`src/rtl/nix_pkg.sv`:
```
package nix_pkg;
    localparam int WORD_W = 32;
    localparam int HALF_W = 16;
    localparam int OPC_W  = 6;
    localparam int REG_W  = 5;
    localparam int IMM_W  = 16;
    localparam int NF_W   = 4;   // width of each narrow field

    typedef enum logic [1:0] {
        S_NORM = 2'd0,
        S_HI   = 2'd1,
        S_LO   = 2'd2
    } nix_state_e;
endpackage

```
`src/rtl/nix_optable.sv`:
```
module nix_optable #(
    parameter int NUM_CFG = 4,
    parameter int DEPTH   = 16,
    parameter int OPC_W   = 6
) (
    input  logic                       clk,
    input  logic                       we,
    input  logic [$clog2(NUM_CFG)-1:0] wsel,
    input  logic [$clog2(DEPTH)-1:0]   widx,
    input  logic [OPC_W-1:0]           wop,
    input  logic [$clog2(NUM_CFG)-1:0] rsel,
    input  logic [$clog2(DEPTH)-1:0]   ridx,
    output logic [OPC_W-1:0]           rop
);
    localparam int SEL_W = $clog2(NUM_CFG);
    localparam int IDX_W = $clog2(DEPTH);
    localparam int AW    = SEL_W + IDX_W;
    localparam int ENTRIES = NUM_CFG * DEPTH;

    logic [OPC_W-1:0] tbl_q [ENTRIES];
    logic [AW-1:0]    waddr;
    logic [AW-1:0]    raddr;

    assign waddr = {wsel, widx};
    assign raddr = {rsel, ridx};

    always_ff @(posedge clk) begin
        if (we) begin
            tbl_q[waddr] <= wop;
        end
    end

    assign rop = tbl_q[raddr];
endmodule

```
`src/rtl/nix_widen.sv`:
```
module nix_widen
    import nix_pkg::*;
#(
    parameter logic [NF_W-1:0] EXIT_IDX = 4'hF
) (
    input  logic [HALF_W-1:0] half,
    input  logic [OPC_W-1:0]  opc,
    output logic              is_exit,
    output logic [WORD_W-1:0] wide
);
    logic [NF_W-1:0]  f_idx;
    logic [NF_W-1:0]  f_rs;
    logic [NF_W-1:0]  f_rt;
    logic [NF_W-1:0]  f_imm;
    logic [REG_W-1:0] w_rs;
    logic [REG_W-1:0] w_rt;
    logic [IMM_W-1:0] w_imm;

    assign {f_idx, f_rs, f_rt, f_imm} = half;
    assign is_exit = (f_idx == EXIT_IDX);

    assign w_rs  = {{(REG_W-NF_W){1'b0}}, f_rs};
    assign w_rt  = {{(REG_W-NF_W){1'b0}}, f_rt};
    assign w_imm = {{(IMM_W-NF_W){f_imm[NF_W-1]}}, f_imm};

    always_comb begin
        if (is_exit || half == '0) begin
            wide = '0;
        end else begin
            wide = {opc, w_rs, w_rt, w_imm};
        end
    end
endmodule

```
`src/rtl/nix_expander.sv`:
```
module nix_expander
    import nix_pkg::*;
#(
    parameter int              NUM_CFG  = 4,
    parameter int              DEPTH    = 16,
    parameter logic [OPC_W-1:0] ENTER_OP = 6'b111101,
    parameter logic [NF_W-1:0]  EXIT_IDX = 4'hF
) (
    input  logic                       clk,
    input  logic                       rst,
    input  logic                       in_valid,
    output logic                       in_ready,
    input  logic [WORD_W-1:0]          in_word,
    input  logic                       cfg_we,
    input  logic [$clog2(NUM_CFG)-1:0] cfg_sel,
    input  logic [$clog2(DEPTH)-1:0]   cfg_idx,
    input  logic [OPC_W-1:0]           cfg_op,
    output logic                       out_valid,
    output logic [WORD_W-1:0]          out_word
);
    localparam int SEL_W = $clog2(NUM_CFG);
    localparam int IDX_W = $clog2(DEPTH);

    nix_state_e        state_q, state_d;
    logic [HALF_W-1:0] hold_q;
    logic [SEL_W-1:0]  cfg_q;
    logic [HALF_W-1:0] cur_half;
    logic [OPC_W-1:0]  tbl_op;
    logic [WORD_W-1:0] wide;
    logic              is_exit;
    logic              accept;
    logic              is_enter;
    logic              ov_d;
    logic [WORD_W-1:0] ow_d;

    assign in_ready = (state_q != S_LO);
    assign accept   = in_valid && in_ready;
    assign is_enter = (in_word[WORD_W-1 -: OPC_W] == ENTER_OP);
    assign cur_half = (state_q == S_LO) ? hold_q : in_word[WORD_W-1 -: HALF_W];

    nix_optable #(
        .NUM_CFG (NUM_CFG),
        .DEPTH   (DEPTH),
        .OPC_W   (OPC_W)
    ) u_tbl (
        .clk  (clk),
        .we   (cfg_we),
        .wsel (cfg_sel),
        .widx (cfg_idx),
        .wop  (cfg_op),
        .rsel (cfg_q),
        .ridx (cur_half[HALF_W-1 -: IDX_W]),
        .rop  (tbl_op)
    );

    nix_widen #(
        .EXIT_IDX (EXIT_IDX)
    ) u_widen (
        .half    (cur_half),
        .opc     (tbl_op),
        .is_exit (is_exit),
        .wide    (wide)
    );

    // next-state decision
    always_comb begin
        state_d = state_q;
        unique case (state_q)
            S_NORM: if (accept && is_enter) state_d = S_HI;
            S_HI:   if (accept) state_d = is_exit ? S_NORM : S_LO;
            S_LO:   state_d = is_exit ? S_NORM : S_HI;
            default: state_d = S_NORM;
        endcase
    end

    // state register with its companion holding registers
    always_ff @(posedge clk) begin
        if (rst) begin
            state_q <= S_NORM;
            cfg_q   <= '0;
            hold_q  <= '0;
        end else begin
            state_q <= state_d;
            if (state_q == S_NORM && accept && is_enter) begin
                cfg_q <= in_word[SEL_W-1:0];
            end
            if (state_q == S_HI && accept) begin
                hold_q <= in_word[HALF_W-1:0];
            end
        end
    end

    // output decision
    always_comb begin
        ov_d = 1'b0;
        ow_d = '0;
        unique case (state_q)
            S_NORM: begin
                ov_d = accept;
                ow_d = in_word;
            end
            S_HI: begin
                ov_d = accept;
                ow_d = wide;
            end
            S_LO: begin
                ov_d = 1'b1;
                ow_d = wide;
            end
            default: begin
                ov_d = 1'b0;
                ow_d = '0;
            end
        endcase
    end

    always_ff @(posedge clk) begin
        if (rst) begin
            out_valid <= 1'b0;
            out_word  <= '0;
        end else begin
            out_valid <= ov_d;
            out_word  <= ow_d;
        end
    end
endmodule

```
`config.mk`:
```
export PLATFORM = sky130hd
export DESIGN_NAME = nix_expander
export DESIGN_NICKNAME = d
export VERILOG_FILES = /design/src/rtl/nix_pkg.sv /design/src/rtl/nix_optable.sv /design/src/rtl/nix_widen.sv /design/src/rtl/nix_expander.sv
export SDC_FILE = /design/constraint.sdc
export NUM_CORES = 1
export LEC_CHECK = 0
export BUFFER_PORTS_ARGS = -buffer_cell sky130_fd_sc_hd__buf_2
export CAP_MARGIN = 25
export CORE_ASPECT_RATIO = 1.75
export CORE_MARGIN = 5
export CORE_UTILIZATION = 40
export DETAILED_ROUTE_END_ITERATION = 8
export GPL_ROUTABILITY_DRIVEN = 0
export PLACE_DENSITY = 0.66
export SYNTH_ARGS = -nofsm -noshare
export SYNTH_HDL_FRONTEND = slang
export SYNTH_HIERARCHICAL = 1
export SYNTH_SLANG_ARGS = --single-unit
```
`constraint.sdc`:
```
create_clock -name clk -period 5.1 [get_ports clk]
set_input_delay 1.02 -clock clk [delete_from_list [all_inputs] [get_ports clk]]
set_output_delay 1.02 -clock clk [all_outputs]
set_load 0.05 [all_outputs]
```
==> out/summary.txt, run 1 <==
Seq/Total Area, Yosys = 0.719
WHS = 460 ps
DR WL/cell = 24.8 um
Worst skew pair latency = 540 ps
Static Leak = 0.00635 uW
Die area = 0.0483 mm2
Yosys cell types = 52
Post-DP HPWL = 27.0 mm
Die Height = 287 um
RSZ-0062 raised after global routing = false
Drc violations = 0
Worst setup margin = 920 ps
Status = finished clean
Nets = 1110
Power per cell area = 386 mW/mm2
Async SR Flop Fraction = 0
First-pass GRT wire length = 61.3 mm
IO buf count = 81
Via count = 9230
Min-Delay Path Class = reg -> reg
Area Growth Syn to Fin = 11.8%
Diode count = 0
Syn Inst Count = 992
Starting Density = 0.404
H-tree Lvls = 2
CP startpoint kind = register
Die width = 168 um
CTS clk-pin slew, worst paths = 70 ps
Max IR drop VDD = 361 uV
Layout cells sized above 1 = 0.252
Synthesized area per cell = 17.7 um2
Post-CTS sizing = 0
Register bit total from synthesis = 437
Drt via density = 5.59
Max-slew violations = 0
EDFF count, synth = 384
1st-iter DRT viols = 871
Clock sinks = 437
Root Driver = clkbuf_16
CTS Hold Buffers Added = 0
CTS Buf Count = 38
DRT Pass-1 Iters = 5
Final Hold Viols = 0
Total track usage = 0.169
Post-Syn Area = 0.0175 mm2
Maximum clock frequency = 239 MHz
FP Rows = 101
Main synth FF type = edfxtp_1
Post-layout min period = 4180 ps
Worst Path Max Fanout = 80
Placed Instances = 1582
Setup crit end kind = register
Period utilization = 0.820
Vias in the first global route = 9691
Total core area = 0.0433 mm2
Worst-margin pin slew = 957 ps
Final Skew = 18.8 ps
Grt ovf = 0
Fill cells = 3632
Setup violators final = 0
Clock buffer depth = 3
Ys Warns = 6
Critical path class = reg -> reg
Pre-CTS setup slack = 907 ps
IO Pins = 82
CP required = 5490 ps
Post-CTS Setup Repair Bufs = 0
Routed Antenna Nets = 0
Non-filler cells, final = 1652
CTS tree = yes
Initial antenna violation count = 1
Slew headroom = 0.357
Arrival time worst endpoint = 4570 ps
Setup TNS = 0 ps
Max-Cap Viols = 0
Largest net degree at the start of global routing = 81
Final wirelength = 40.9 mm
## placed cells by master (no fill, tap or decap), drive strengths merged, types with 9 or more instances in the layout
cell,netlist,layout
buf,46,98
and2,15,15
a21oi,23,23
nor2b,10,10
nand3,12,12
mux2i,18,18
mux2,26,26
mux4,93,93
nand2,47,47
clkbuf,27,47
edfxtp,384,384
o221ai,9,9
a22oi,35,35
nor2,110,110
o22ai,12,12
dfxtp,53,53
clkinv,0,15
## per-stage QoR
stage | utilization | power [uW] | cell area (um2)
after global placement | 0.422 | 4810 | 18300
after global routing | 0.452 | 7810 | 19600
final | 0.452 | 7560 | 19600
after detailed placement | 0.424 | 4840 | 18400
after CTS | 0.451 | 7610 | 19500
after floorplan | - | 4590 | 17500
## sequential cells by signal, summed over array words and instances (netlist names)
register and flops:
state_q 2, cfg_q 2, out_word 32, u_tbl/tbl_q 384
hold_q 16, out_valid 1
## power breakdown
| group | switching (uW) | total [uW] | internal, uW |
|---|---|---|---|
| Clock | 1240 | 2800 | 1560 |
| Combinational | 525 | 771 | 245 |
| Sequential | 27.4 | 3990 | 3960 |
| Total | 1790 | 7560 | 5770 |
## worst max-delay path, stage by stage (launching register included)
cell      delay, ps
dfxtp_1         330
inv_1           120
ha_1            580
mux2_8          890
buf_4           400
mux4_2          550
o22ai_1         290
a211oi_1        170
a32o_1          270
nand2_1          70
nor2_1           60
a22oi_1         160
nor2_1           50
## synth_stat cells, types with 7 or more instances
master,n,share of area
mux2_2,26,0.017
nor2_1,110,0.024
a22oi_1,34,0.015
nand2_1,46,0.0099
nor2b_1,9,0.0032
o221ai_1,9,0.0045
buf_4,18,0.0077
nand3_1,11,0.0031
clkbuf_1,27,0.0058
a21oi_1,23,0.0066
dfxtp_1,53,0.061
mux4_2,87,0.11
and2_1,14,0.0050
mux2i_1,18,0.010
buf_2,16,0.0046
edfxtp_1,384,0.66
o22ai_1,12,0.0043
buf_6,7,0.0045
## layout make-up
| class | count | area (um2) | area share |
|---|---|---|---|
| sequential | 437 | 12600 | 0.643 |
| multi-input combinational | 477 | 4470 | 0.228 |
| clock buffer | 47 | 1010 | 0.0514 |
| tap | 566 | 708 | 0.0362 |
| timing repair buffer | 98 | 603 | 0.0308 |
| clock inverter | 21 | 179 | 0.00914 |
| inverter | 6 | 22.5 | 0.00115 |
## cell families after synthesis
group | share of synthesized area
flops | 0.719
simple gates | 0.0603
mux | 0.148
compound gates | 0.0429
buf+inv | 0.0274
fa+ha+maj | 0.00286
other cells | 0.000214
## layer usage
layer	wire length [um]	vias to the layer above	track usage
met5	13	-	0
met4	1470	2	0.0631
met3	2510	83	0.0289
met2	22400	381	0.315
met1	14500	4723	0.191
li1	-	4041	-
## worst paths after layout
check	startpoint	to	slack (ps)	cells past startpoint
worst max register to register	state_q[0]	out_word[26]	920	12
worst min register to register	hold_q[1]	hold_q[1]	460	2
worst min-delay path	hold_q[1]	hold_q[1]	460	2
worst max-delay path	state_q[0]	out_word[26]	920	12
(Power assumes the default switching activity.)
==> run 2: changes to the inputs <==
Clock period 5.1 ns to 3.9 ns, I/O delays scaled along.
==> out/summary.txt, run 2 (synthesized netlist as in run 1, its figures left out) <==
Routed Antenna Nets = 0 (unchanged)
Max-slew violations = 0 (unchanged)
Pre-CTS setup slack = 338 ps (was 907 ps)
Clock buffer depth = 3 (unchanged)
H-tree Lvls = 2 (unchanged)
CP Buf/Inv Count = 2 (unchanged)
Final Hold Viols = 0 (unchanged)
Fill cells = 3653 (was 3632)
Worst skew pair latency = 550 ps (was 540 ps)
CTS clk-pin slew, worst paths = 60 ps (was 70 ps)
Post-CTS sizing = 0 (unchanged)
CTS tree = yes (unchanged)
IO Pins = 82 (unchanged)
Placed Instances = 1602 (was 1582)
Status = finished clean (unchanged)
CP required = 4300 ps (was 5490 ps)
Period utilization = 0.912 (was 0.820)
IO buf count = 81 (unchanged)
Final wirelength = 40.3 mm (was 40.9 mm)
CP max stage delay = 580 ps (was 890 ps)
Max IR drop VDD = 306 uV (was 361 uV)
Die Height = 287 um (unchanged)
1st-iter DRT viols = 819 (was 871)
Diode count = 0 (unchanged)
Slew headroom = 0.283 (was 0.357)
Total core area = 0.0433 mm2 (unchanged)
Setup violators final = 0 (unchanged)
Worst path most repeated cell = nor2_1 (unchanged)
Final Skew = 21.0 ps (was 18.8 ps)
Largest net degree at the start of global routing = 65 (was 81)
Total track usage = 0.166 (was 0.169)
Power per cell area = 496 mW/mm2 (was 386 mW/mm2)
Initial antenna violation count = 1 (unchanged)
CP startpoint kind = register (unchanged)
Critical path class = reg -> reg (unchanged)
Area of the multi-input gates = 0.00447 mm2 (unchanged)
Die width = 168 um (unchanged)
Drc violations = 0 (unchanged)
Clock sinks = 437 (unchanged)
Grt ovf = 0 (unchanged)
Via count = 9329 (was 9230)
Sequential Area = 0.0126 mm2 (unchanged)
Die area = 0.0483 mm2 (unchanged)
DRT Pass-1 Iters = 5 (unchanged)
Post-layout power = 9760 uW (was 7560 uW)
Ordered list of cells on the worst path = inv_1 > ha_1 > mux2_8 > buf_12 > mux4_2 > o221ai_1 > nor3_1 > o22a_1 > nand2_1 > nor2_1 > a22oi_1 > nor2_1 (was inv_1 > ha_1 > mux2_8 > buf_4 > mux4_2 > o22ai_1 > a211oi_1 > a32o_1 > nand2_1 > nor2_1 > a22oi_1 > nor2_1)
Arrival time worst endpoint = 3960 ps (was 4570 ps)
FP Rows = 101 (unchanged)
CTS Buf Count = 38 (unchanged)
Max reg flops = 384 (unchanged)
First-pass GRT wire length = 60.3 mm (was 61.3 mm)
Max-Cap Viols = 0 (unchanged)
Post-CTS Setup Repair Bufs = 0 (unchanged)
Reg with most FFs = u_tbl/tbl_q (unchanged)
CP delay by family, top = multiplexers (unchanged)
DR WL/cell = 24.1 um (was 24.8 um)
Root Driver = clkbuf_16 (unchanged)
Post-layout min period = 3560 ps (was 4180 ps)
Post-layout util = 0.454 (was 0.452)
Starting Density = 0.404 (unchanged)
Area Growth Syn to Fin = 12.3% (was 11.8%)
Min-Delay Path Class = reg -> reg (unchanged)
Vias in the first global route = 9686 (was 9691)
Worst setup margin = 342 ps (was 920 ps)
Worst Path Max Fanout = 33 (was 80)
Post-DP HPWL = 28.0 mm (was 27.0 mm)
RSZ-0062 raised after global routing = false (unchanged)
Setup TNS = 0 ps (unchanged)
Nets = 1129 (was 1110)
Drt via density = 5.59 (about the same)
CTS Hold Buffers Added = 0 (unchanged)
Maximum clock frequency = 281 MHz (was 239 MHz)
Layout cells sized above 1 = 0.263 (was 0.252)
Non-filler cells, final = 1669 (was 1652)
Top Registers = u_tbl/tbl_q: 384 flops, out_word: 32 flops, hold_q: 16 flops (unchanged)
Most common cell after layout, fill and taps aside = edfxtp_1 (unchanged)
Worst-margin pin slew = 1080 ps (was 957 ps)
Static Leak = 0.00641 uW (was 0.00635 uW)
Slowest-stage cell, CP = mux4_2 (was mux2_8)
Commonest non-fill, non-tap cells in the layout = edfxtp_1 (384), nor2_1 (110), mux4_2 (87) (unchanged)
Setup crit end kind = register (unchanged)
## run 2: changes by cell type in the layout (fill, tap and decap cells not counted), sizes merged
cell / change
bufinv: -1
buf: +19
clkinv: -2
inv: +1
## run 2: worst min-delay path: cells and delay by family, from the launching register on
kind / cells / cell delay [ps]
AO/OA/AOI/OAI: 1 / 50
flip-flops: 1 / 310
AND/OR/NAND/NOR: 1 / 50
## run 2: layer usage
layer / GRT usage / wire, um / part of all wire
met1: 0.173 / 13600 / 0.34
met2: 0.311 / 22000 / 0.55
met3: 0.0321 / 2380 / 0.059
met4: 0.0887 / 2260 / 0.056
met5: 0 / 13 / 0.00032
## run 2: layout make-up
| type | instances | share of cell area |
|---|---|---|
| multi-input cells | 477 | 0.227 |
| well taps | 566 | 0.0360 |
| inverters | 6 | 0.00114 |
| clock buffers | 47 | 0.0500 |
| clock inverters | 19 | 0.00795 |
| repair buffers | 117 | 0.0379 |
| flip-flops and latches | 437 | 0.640 |
## run 2: worst paths after layout
path | from | end | slack [ps] | cells after the start
worst max register to register | state_q[0] | out_word[30] | 340 | 12
worst min-delay path | hold_q[11] | hold_q[11] | 460 | 2
worst min register to register | hold_q[11] | hold_q[11] | 460 | 2
worst max-delay path | state_q[0] | out_word[30] | 340 | 12
## run 2: report_power, final
group          leakage (uW)  switching (uW)  internal (uW)  total [uW]
Sequential          0.00389            32.9           5180        5220
Clock              0.000552            1610           1930        3540
Combinational       0.00197             678            322        1000
Total               0.00641            2320           7440        9760
## run 2: per-stage QoR
| step | hold WS (ps) | instance area (um2) |
|---|---|---|
| after floorplan | 433 | 17500 |
| after CTS | 460 | 19700 |
| after global placement | 441 | 18500 |
| final | 460 | 19700 |
| after detailed placement | 451 | 18500 |
| after global routing | 477 | 19700 |
